<file path="src/rtl/i2c_tgt_pkg.sv">
package i2c_tgt_pkg;

    localparam int BYTE_W = 8;

    typedef enum logic [3:0] {
        ST_IDLE,
        ST_DEVICE,
        ST_DEVICE_ACK,
        ST_OFS_HI,
        ST_OFS_HI_ACK,
        ST_OFS_LO,
        ST_OFS_LO_ACK,
        ST_WRITE,
        ST_WRITE_ACK,
        ST_READ,
        ST_READ_ACK,
        ST_IGNORE
    } tgt_state_e;

endpackage

</file>
<file path="src/rtl/i2c_tgt_sync.sv">
module i2c_tgt_sync #(
    parameter int STAGES = 2
) (
    input  logic clk,
    input  logic rst_n,
    input  logic scl_i,
    input  logic sda_i,
    output logic scl_s,
    output logic sda_s,
    output logic scl_rise,
    output logic scl_fall,
    output logic start_det,
    output logic stop_det
);

    logic [STAGES-1:0] scl_ff;
    logic [STAGES-1:0] sda_ff;
    logic              scl_q;
    logic              sda_q;

    // Bus lines idle high, so the chains reset to ones.
    generate
        if (STAGES == 1) begin : g_one
            always_ff @(posedge clk or negedge rst_n) begin
                if (!rst_n) begin
                    scl_ff <= '1;
                    sda_ff <= '1;
                end else begin
                    scl_ff <= scl_i;
                    sda_ff <= sda_i;
                end
            end
        end else begin : g_chain
            always_ff @(posedge clk or negedge rst_n) begin
                if (!rst_n) begin
                    scl_ff <= '1;
                    sda_ff <= '1;
                end else begin
                    scl_ff <= {scl_ff[STAGES-2:0], scl_i};
                    sda_ff <= {sda_ff[STAGES-2:0], sda_i};
                end
            end
        end
    endgenerate

    always_ff @(posedge clk or negedge rst_n) begin
        if (!rst_n) begin
            scl_q <= 1'b1;
            sda_q <= 1'b1;
        end else begin
            scl_q <= scl_s;
            sda_q <= sda_s;
        end
    end

    assign scl_s     = scl_ff[STAGES-1];
    assign sda_s     = sda_ff[STAGES-1];
    assign scl_rise  = scl_s & ~scl_q;
    assign scl_fall  = ~scl_s & scl_q;
    assign start_det = scl_s & scl_q & sda_q & ~sda_s;
    assign stop_det  = scl_s & scl_q & ~sda_q & sda_s;

endmodule

</file>
<file path="src/rtl/i2c_tgt_mem.sv">
module i2c_tgt_mem #(
    parameter int AW = 8
) (
    input  logic          clk,
    input  logic          rst_n,
    input  logic          we,
    input  logic [AW-1:0] waddr,
    input  logic [7:0]    wdata,
    input  logic [AW-1:0] raddr,
    output logic [7:0]    rdata
);

    localparam int DEPTH = 1 << AW;

    logic [7:0] mem_q [DEPTH];

    always_ff @(posedge clk or negedge rst_n) begin
        if (!rst_n) begin
            for (int i = 0; i < DEPTH; i++) begin
                mem_q[i] <= 8'h00;
            end
        end else if (we) begin
            mem_q[waddr] <= wdata;
        end
    end

    assign rdata = mem_q[raddr];

    AST_WRITE_LANDS: assert property (@(posedge clk) disable iff (!rst_n)
        $past(we) |-> (mem_q[$past(waddr)] == $past(wdata)));

endmodule

</file>
<file path="src/rtl/i2c_tgt_fsm.sv">
module i2c_tgt_fsm
    import i2c_tgt_pkg::*;
#(
    parameter logic [6:0] DEV_ADDR = 7'b1010000,
    parameter int         MEM_AW   = 8,
    parameter int         WADDR_W  = 16
) (
    input  logic              clk,
    input  logic              rst_n,
    input  logic              scl_s,
    input  logic              sda_s,
    input  logic              scl_rise,
    input  logic              scl_fall,
    input  logic              start_det,
    input  logic              stop_det,
    input  logic              addr16_sel,
    input  logic [7:0]        rd_data,
    output logic              sda_pull,
    output logic              mem_we,
    output logic [MEM_AW-1:0] mem_addr,
    output logic [7:0]        mem_wdata
);

    localparam logic [3:0] LAST_BIT = 4'(BYTE_W);
    localparam logic [3:0] ACK_BIT  = 4'(BYTE_W + 1);

    tgt_state_e         state_q, state_d;
    logic [3:0]         bit_cnt_q;
    logic [7:0]         rx_q;
    logic [7:0]         tx_q;
    logic [7:0]         ofs_hi_q;
    logic [WADDR_W-1:0] word_addr_q;
    logic               rw_q;
    logic               byte_done;

    assign byte_done = scl_fall && (bit_cnt_q == LAST_BIT);

    // Next-state decode
    always_comb begin
        state_d = state_q;
        if (start_det) begin
            state_d = ST_DEVICE;
        end else if (stop_det) begin
            state_d = ST_IDLE;
        end else begin
            unique case (state_q)
                ST_IDLE:       state_d = ST_IDLE;
                ST_DEVICE:     if (byte_done)
                                   state_d = (rx_q[7:1] == DEV_ADDR) ? ST_DEVICE_ACK : ST_IGNORE;
                ST_DEVICE_ACK: if (scl_fall) begin
                                   if (rw_q)            state_d = ST_READ;
                                   else if (addr16_sel) state_d = ST_OFS_HI;
                                   else                 state_d = ST_OFS_LO;
                               end
                ST_OFS_HI:     if (byte_done) state_d = ST_OFS_HI_ACK;
                ST_OFS_HI_ACK: if (scl_fall)  state_d = ST_OFS_LO;
                ST_OFS_LO:     if (byte_done) state_d = ST_OFS_LO_ACK;
                ST_OFS_LO_ACK: if (scl_fall)  state_d = ST_WRITE;
                ST_WRITE:      if (byte_done) state_d = ST_WRITE_ACK;
                ST_WRITE_ACK:  if (scl_fall)  state_d = ST_IGNORE;
                ST_READ:       if (byte_done) state_d = ST_READ_ACK;
                ST_READ_ACK:   if (scl_fall)  state_d = rx_q[0] ? ST_IDLE : ST_READ;
                ST_IGNORE:     state_d = ST_IGNORE;
                default:       state_d = ST_IDLE;
            endcase
        end
    end

    // State register
    always_ff @(posedge clk or negedge rst_n) begin
        if (!rst_n) state_q <= ST_IDLE;
        else        state_q <= state_d;
    end

    // Datapath registers
    always_ff @(posedge clk or negedge rst_n) begin
        if (!rst_n) begin
            bit_cnt_q   <= '0;
            rx_q        <= '0;
            tx_q        <= '0;
            ofs_hi_q    <= '0;
            word_addr_q <= '0;
            rw_q        <= 1'b0;
        end else begin
            if (start_det || (state_d != state_q)) begin
                bit_cnt_q <= '0;
            end else if (scl_rise && (bit_cnt_q != ACK_BIT)) begin
                bit_cnt_q <= bit_cnt_q + 4'd1;
            end

            if (scl_rise) begin
                rx_q <= {rx_q[6:0], sda_s};
            end

            if (state_q == ST_DEVICE && byte_done) begin
                rw_q <= rx_q[0];
            end

            if (state_q == ST_OFS_HI && byte_done) begin
                ofs_hi_q <= rx_q;
            end

            if (state_q == ST_OFS_LO && byte_done) begin
                word_addr_q <= addr16_sel ? WADDR_W'({ofs_hi_q, rx_q})
                                          : WADDR_W'(rx_q);
            end else if (state_q == ST_READ && byte_done) begin
                word_addr_q <= word_addr_q + 1'b1;
            end

            if (state_d == ST_READ && state_q != ST_READ) begin
                tx_q <= rd_data;
            end else if (state_q == ST_READ && scl_fall) begin
                tx_q <= {tx_q[6:0], 1'b1};
            end
        end
    end

    // Output decode
    always_comb begin
        unique case (state_q)
            ST_DEVICE_ACK,
            ST_OFS_HI_ACK,
            ST_OFS_LO_ACK,
            ST_WRITE_ACK:  sda_pull = 1'b1;
            ST_READ:       sda_pull = ~tx_q[7];
            default:       sda_pull = 1'b0;
        endcase
    end

    assign mem_we    = (state_q == ST_WRITE) && byte_done;
    assign mem_addr  = word_addr_q[MEM_AW-1:0];
    assign mem_wdata = rx_q;

    AST_STOP_RELEASES: assert property (@(posedge clk) disable iff (!rst_n)
        $past(stop_det) |-> !sda_pull);

    AST_PULL_STABLE_SCL_HIGH: assert property (@(posedge clk) disable iff (!rst_n)
        (scl_s && $past(scl_s) && !$past(start_det) && !$past(stop_det)) |-> $stable(sda_pull));

    AST_NO_ACK_ON_MISMATCH: assert property (@(posedge clk) disable iff (!rst_n)
        $past(state_q == ST_DEVICE && byte_done && rx_q[7:1] != DEV_ADDR) |-> !sda_pull);

    AST_READ_FIRST_BIT: assert property (@(posedge clk) disable iff (!rst_n)
        (state_q == ST_READ && $past(state_q) == ST_DEVICE_ACK) |-> (sda_pull == !$past(rd_data[7])));

endmodule

</file>
<file path="src/rtl/i2c_eeprom_target.sv">
module i2c_eeprom_target #(
    parameter logic [6:0] DEV_ADDR    = 7'b1010000,
    parameter int         MEM_DEPTH   = 256,
    parameter int         WADDR_W     = 16,
    parameter int         SYNC_STAGES = 2
) (
    input  logic clk,
    input  logic rst_n,
    input  logic scl_i,
    input  logic sda_i,
    input  logic addr16_sel,
    output logic sda_pull
);

    localparam int MEM_AW = $clog2(MEM_DEPTH);

    logic              scl_s, sda_s, scl_rise, scl_fall, start_det, stop_det;
    logic              mem_we;
    logic [MEM_AW-1:0] mem_addr;
    logic [7:0]        mem_wdata, mem_rdata;

    i2c_tgt_sync #(.STAGES(SYNC_STAGES)) sync_i (
        .clk       (clk),
        .rst_n     (rst_n),
        .scl_i     (scl_i),
        .sda_i     (sda_i),
        .scl_s     (scl_s),
        .sda_s     (sda_s),
        .scl_rise  (scl_rise),
        .scl_fall  (scl_fall),
        .start_det (start_det),
        .stop_det  (stop_det)
    );

    i2c_tgt_fsm #(
        .DEV_ADDR (DEV_ADDR),
        .MEM_AW   (MEM_AW),
        .WADDR_W  (WADDR_W)
    ) fsm_i (
        .clk        (clk),
        .rst_n      (rst_n),
        .scl_s      (scl_s),
        .sda_s      (sda_s),
        .scl_rise   (scl_rise),
        .scl_fall   (scl_fall),
        .start_det  (start_det),
        .stop_det   (stop_det),
        .addr16_sel (addr16_sel),
        .rd_data    (mem_rdata),
        .sda_pull   (sda_pull),
        .mem_we     (mem_we),
        .mem_addr   (mem_addr),
        .mem_wdata  (mem_wdata)
    );

    i2c_tgt_mem #(.AW(MEM_AW)) mem_i (
        .clk   (clk),
        .rst_n (rst_n),
        .we    (mem_we),
        .waddr (mem_addr),
        .wdata (mem_wdata),
        .raddr (mem_addr),
        .rdata (mem_rdata)
    );

endmodule

</file>
<file path="config.mk">
export PLATFORM = sky130hd
export DESIGN_NAME = i2c_eeprom_target
export DESIGN_NICKNAME = d
export VERILOG_FILES = /design/src/rtl/i2c_tgt_pkg.sv /design/src/rtl/i2c_tgt_sync.sv /design/src/rtl/i2c_tgt_mem.sv /design/src/rtl/i2c_tgt_fsm.sv /design/src/rtl/i2c_eeprom_target.sv
export SDC_FILE = /design/constraint.sdc
export NUM_CORES = 2
export LEC_CHECK = 0
export ABC_AREA = 1
export BUFFER_PORTS_ARGS = -buffer_cell sky130_fd_sc_hd__clkbuf_2
export CAP_MARGIN = 40
export CORE_MARGIN = 3
export CORE_UTILIZATION = 25
export DETAILED_ROUTE_END_ITERATION = 16
export MAX_ROUTING_LAYER = met4
export PLACE_DENSITY = 0.36
export SYNTH_ARGS = -nofsm -noshare
export SYNTH_HDL_FRONTEND = slang
export SYNTH_SLANG_ARGS = --single-unit
</file>
<file path="constraint.sdc">
create_clock -name clk -period 3.3 [get_ports clk]
set_clock_uncertainty 0.05 [all_clocks]
set_input_delay 0.165 -clock clk [delete_from_list [all_inputs] [get_ports clk]]
set_output_delay 0.165 -clock clk [all_outputs]
set_load 0.02 [all_outputs]
</file>
# ---- After elaboration in Yosys (flattened, before gate mapping)
# Index checks and enable logic that the tools add are counted.
dict set report totals {
  regBits 2103
  input_bits 5
  out_inout_bits 1
  elab_cells 347
}
dict set report op_classes {
  addsub 2
  n_lt_le_gt_ge 2
  eq_ne 17
  muxes 31
  bitwise_logic 13
  reduce_logical 15
}
# op n
set op_table {}
lappend op_table {{$bwmux W2048} 1}
lappend op_table {{$mux W4} 17}
lappend op_table {{$bmux W8 S8} 1}
lappend op_table {{$demux W8 S8} 1}
lappend op_table {{$mux W16} 3}
lappend op_table {{$pmux W4 S11} 1}
lappend op_table {{$mux W8} 5}
lappend op_table {{$eq A4 B4 Y1 const B} 6}
lappend op_table {{$add A16 B1 Y16 const B} 1}
lappend op_table {{$eq A4 B3 Y1 const B} 4}
lappend op_table {{$logic_and A1 B1 Y1} 10}
lappend op_table {{$ge A9 B9 Y1 const B} 1}
lappend op_table {{$lt A9 B1 Y1 const B} 1}
lappend op_table {{$not A8 Y9} 1}
lappend op_table {{$eq A4 B2 Y1 const B} 2}
lappend op_table {{$ne A4 B4 Y1 const B} 2}
lappend op_table {{$and A1 B1 Y1} 7}
lappend op_table {{$eq A7 B7 Y1 const B} 1}
lappend op_table {{$reduce_bool A2 Y1} 3}
lappend op_table {{$not A1 Y1} 5}
lappend op_table {{$add A4 B1 Y4 const B} 1}
lappend op_table {{$eq A4 B1 Y1 const B} 1}
lappend op_table {{$ne A4 B4 Y1} 1}
lappend op_table {{$reduce_or A4 Y1} 1}
lappend op_table {{3 further kinds} 3}

# ---- Longest topological paths before layout
dict set report logic_depth {
  ltp_word 10
  depth_mapped 22
  depth_no_buf 17
}

# ---- By module
# Synthesis repeated with hierarchy kept, for this count alone.
dict set report unflattened {
  cells_unflattened 11900
  area_unflattened_um2 94959.8
}
# module n_inst cells_per_inst area_each_um2 seq_area_each_um2
set modules_own_cells {}
lappend modules_own_cells {i2c_tgt_mem 1 11567 92471.2 51249.2}
lappend modules_own_cells {i2c_tgt_fsm 1 316 2289.7 825.8}
lappend modules_own_cells {i2c_tgt_sync 1 17 198.9 157.7}

# ---- Least setup slack after synthesis
# Ideal clock, no wire load.
dict set report synth_path {
  path_type {reg2reg}
  startpoint {register fsm_i.word_addr_q[0]}
  endpoint {register mem_i.mem_q[1854] (netlist bit)}
  setup_ns 0.129
  t_arrival_ns 2.259
  t_required_ns 3.121
  setup_slack_ns 0.863
  path_stages_with_launch 16
  path_buffers 8
  synth_period_minus_slack_ns 2.437
  path_cell_list {dfrtp_1 -> buf_4 -> inv_2 -> buf_6 -> buf_12 -> buf_6 -> buf_6 -> buf_6 -> ha_1 -> nand2_4 -> nor2_4 -> buf_6 -> nand2_2 -> buf_2 -> nand2_1 -> o21ai_1}
}
dict set report synth_via {
  elab_chain_cells 6
  elab_cells_between_ends 7
  classes_between {order compare (2); mux (3); bitwise (1); reduce/logical (1)}
}
# element line
set synth_rtl {}
lappend synth_rtl {{start, declared} i2c_tgt_fsm.sv:32} ;# logic [WADDR_W-1:0] word_addr_q;
lappend synth_rtl {{start signal, assigned} i2c_tgt_fsm.sv:104} ;# word_addr_q <= addr16_sel ? WADDR_W'({ofs_hi_q, rx_q})
lappend synth_rtl {{start signal, assigned} i2c_tgt_fsm.sv:107} ;# word_addr_q <= word_addr_q + 1'b1;
lappend synth_rtl {{$not A8 Y9 (not written as such) (*)} i2c_tgt_mem.sv:23} ;# mem_q[waddr] <= wdata;
lappend synth_rtl {{$ge A9 B9 Y1 (not written as such) / $lt A9 B1 Y1 (equally long branches)} i2c_tgt_mem.sv:23}
lappend synth_rtl {{$logic_and A1 B1 Y1 (not written as such)} i2c_tgt_mem.sv:23}
lappend synth_rtl {{$mux W8 (not written as such)} i2c_tgt_mem.sv:23}
lappend synth_rtl {{$demux W8 S8 (*)} i2c_tgt_mem.sv:23}
lappend synth_rtl {{$bwmux W2048 (*)} i2c_tgt_mem.sv:23}
lappend synth_rtl {{end signal, assigned by index} i2c_tgt_mem.sv:23}
lappend synth_rtl {{end, declared} i2c_tgt_mem.sv:15} ;# logic [7:0] mem_q [DEPTH];
# Every way passes the cells marked *; elsewhere a longest branch is shown, timed or not.
# A chain may end at the register's enable or synchronous reset.

# ---- Final worst setup path
dict set report layout_path {
  startpoint {register fsm_i.word_addr_q[0]}
  endpoint {register fsm_i.tx_q[1]}
}
dict set report layout_via {
  elab_chain_cells 5
}
# element line
set layout_rtl {}
lappend layout_rtl {{$not A8 Y9 (not written as such)} i2c_tgt_mem.sv:27} ;# assign rdata = mem_q[raddr];
lappend layout_rtl {{$bmux W8 S8} i2c_tgt_mem.sv:27}
lappend layout_rtl {{$mux W8 (not written as such) (2 in a row)} i2c_tgt_mem.sv:27}
lappend layout_rtl {{$mux W8} i2c_tgt_fsm.sv:110} ;# if (state_d == ST_READ && state_q != ST_READ) begin
lappend layout_rtl {{end signal, assigned} i2c_tgt_fsm.sv:111} ;# tx_q <= rd_data;
lappend layout_rtl {{end signal, assigned} i2c_tgt_fsm.sv:113} ;# tx_q <= {tx_q[6:0], 1'b1};
lappend layout_rtl {{end, declared} i2c_tgt_fsm.sv:30} ;# logic [7:0] tx_q;
# Every way passes these cells. The select of a mux whose other input is x is not followed.

==> results.yml <==
yosys:
  async_flop_share_pct: 100
  synth_edf_count: 0
  netlist_instances: 12900
  synthTopCellsByCount: "nand2_1 (4740), o21ai_0 (2624), dfrtp_1 (2081), nor2_1 (1320), clkbuf_1 (547)"
  syn-num-nets: 12900
  synth_area_leaders: "dfrtp_1 (53%), nand2_1 (18%), o21ai_0 (13%)"
  ys_ff_latch: 2087
  synth_warnings: 0
  seq_area_frac_synth_pct: 53.0
  synth_most_common_cell: "nand2_1"
  ys_types: 36
  ys.flop_type: "dfrtp_1"
  synth_top_area_share_pct: 52.9
  avgSynthCellArea_um2: 7.66
  synth_area_um2: 98500
  synth_top_cell_by_area: "dfrtp_1"
sta:
  fin_crit_ps: 3210
  rsz0062_at_grt: "false"
  fin_hold_ws_ps: 58.0
  maxSlewViolCount: 0
  timing.final.crit_share_pct: 97.3
  relSlewSlack_pct: 46.2
  finalHoldViolCount: 0
  max_freq_ghz: 0.312
  setup_violations: 0
  tightest_slew_ps: 807
route:
  wl_um: 377000
  wl_met1_um: 178000
  wl_met2_um: 170000
  dr.max_layer_used: "met4"
  wl_met3_um: 18000
  drc: 0
  viasPerCell: 4.62
  ant_nets: 0
  vias: 83300
  wl_per_cell_um: 20.9
  drtIter0Drc: 6826
  first_pass_iters: 5
min_path:
  hold_path_class: "in2async"
floorplan:
  row_count: 229
  ios: 6
  fp.coreArea_um2: 391000
  die_h_um: 634
  dieArea_um2: 402000
  die_x_um: 634
  initial_core_util_pct: 25.2
final_layout:
  layout-drive-gt1-share_pct: 8.12
  area_delta_synth_final_pct: 16.5
  design_area_um2: 115000
  fill_cells: 42400
  fin_nets: 12700
  finish.utilization_pct: 29.4
clock_network:
  clkSinkCount: 2087
  post_cts_buffers: 0
  clk_pin_slew_worst_paths_ps: 60
  cts_made_buffers: 274
  clk_latency_ps: 900
  cts_tree: "done"
  htree_levels: 5
  clockRootBuffer: "clkbuf_16"
  cts.path.max_buffers: 4
grt:
  track_usage_pct: 19.1
  grt_pass1_wl_um: 567000
  antenna_found_initial: 20
  first_global_vias: 83100
  grt_start_max_net_pins: 130
  gr-total-overflow: 0
place:
  hpwl_um: 229000
  gp_congestion: 0.814
  place_area_um2: 106000
  portBuffers: 5
setup_path:
  cp-start-kind: "register"
  path_max_fanout: 37
  worstSetupPathType: "reg2reg"
  cp.arrival_ps: 3940
  r2r_cells: 18
  rrSetupSlack_ps: 90
  end_kind: "register"
  r2r_end: "fsm_i.tx_q[1]"
  timing.rr.start: "fsm_i.word_addr_q[0]"
  worstPathRequired_ps: 4030
run:
  drv_cap: 0
pwr:
  ir_drop_mv: 0.311
  p_leak_nw: 53.7
  cellPowerDensity_nw_per_um2: 513
outcome:
  outcome: "finished, final reports clean"
area by class of cell:
type                       instances  area (um2)  share of cell area (%)
sequential                      2087       52200                    45.5
multi-input combinational       9352       40200                    35.0
clock buffer                     405        8080                    7.04
tap                             5197        6500                    5.67
timing repair buffer             432        4980                    4.34
inverter                         497        1960                    1.70
clock inverter                    63         774                   0.675
antenna                           10        25.0                  0.0218
per-stage QoR:
step	setup slack (ps)	cells	TNS, ps	total power, mW
after floorplan	863	12900	0	27.1
after global placement	-177	17600	-188	29.4
after detailed placement	-112	17600	-112	29.4
after CTS	16.1	18000	0	60.1
after global routing	0.647	18000	0	61.2
final	90.0	18000	0	58.9
what timing repair did:
| action | 4_1_cts | 5_1_grt |
|---|---|---|
| pin swaps | 0 | 1 |
| endpoints found under the hold margin | 1771 | 0 |
| hold buffers | 7 | 0 |
| resized for setup | 3 | 13 |
| endpoints found under the setup margin | 1 | 7 |
layout by cell type, fill, tap and decap left out, types with 69 or more instances in the layout:
| cell | Yosys | final |
|---|---|---|
| buf_12 | 2 | 132 |
| buf_4 | 25 | 283 |
| clkbuf_1 | 547 | 69 |
| clkbuf_16 | 0 | 284 |
| dfrtp_1 | 2081 | 2079 |
| inv_1 | 485 | 475 |
| nand2_1 | 4740 | 4739 |
| nand3_1 | 202 | 202 |
| nor2_1 | 1320 | 1309 |
| o21ai_0 | 2624 | 2623 |
| o21ai_1 | 216 | 216 |
critical path: stages (launching register included):
cell	delay (ps)
dfrtp_4	540
buf_12	200
buf_12	200
buf_4	220
nor2_1	110
nor2_1	50
nand2_1	80
o21ai_0	130
nand2_1	100
nand2_1	90
o21ai_1	300
buf_4	210
nand2_1	140
nor2_1	120
nor2_1	60
nor2_1	210
nand3_1	100
nand2_1	70
nand2_1	50
worst max path at each step:
stage,slack (ps),from,to
final,90,fsm_i.word_addr_q[0],fsm_i.tx_q[1]
after global routing,0.6,fsm_i.word_addr_q[0],fsm_i.tx_q[7]
after CTS,20,fsm_i.word_addr_q[0],fsm_i.tx_q[7]
after detailed placement,-110,fsm_i.word_addr_q[0],fsm_i.tx_q[7]
after global placement,-180,fsm_i.word_addr_q[0],fsm_i.tx_q[7]
after floorplan,860,fsm_i.word_addr_q[0],mem_i.mem_q[1854]
registers in the layout, indices dropped and copies added (netlist names):
register / flops
sync_i.sda_q: 1
sync_i.scl_ff: 2
sync_i.scl_q: 1
mem_i.mem_q: 2048
fsm_i.bit_cnt_q: 4
fsm_i.rw_q: 1
fsm_i.mem_wdata: 8
fsm_i.word_addr_q: 8
fsm_i.state_q: 4
fsm_i.tx_q: 8
sync_i.sda_ff: 2
kinds of logic after synthesis:
| group | after synthesis | share of synthesized area (%) |
|---|---|---|
| flip-flops | 2087 | 53.0 |
| XOR/XNOR | 7 | 0.0622 |
| AO/OA/AOI/OAI | 2881 | 14.7 |
| AND/OR/NAND/NOR | 6457 | 25.9 |
| buffers and inverters | 1419 | 6.25 |
| adder cells (fa/ha/maj) | 7 | 0.0889 |
metal layers:
metal | global-route usage (%) | vias up
met1 | 25.9 | 40700
li1 | - | 40400
met3 | 2.79 | 469
met5 | - | -
met2 | 29.8 | 1803
met4 | 5.21 | 0
report_power, final:
group / total (mW) / internal [mW] / switching [mW]
registers: 25.7 / 25.6 / 0.0495
logic: 3.20 / 0.383 / 2.82
clock network: 30.0 / 17.9 / 12.1
Note: power is estimated with default switching activity, not from simulation.
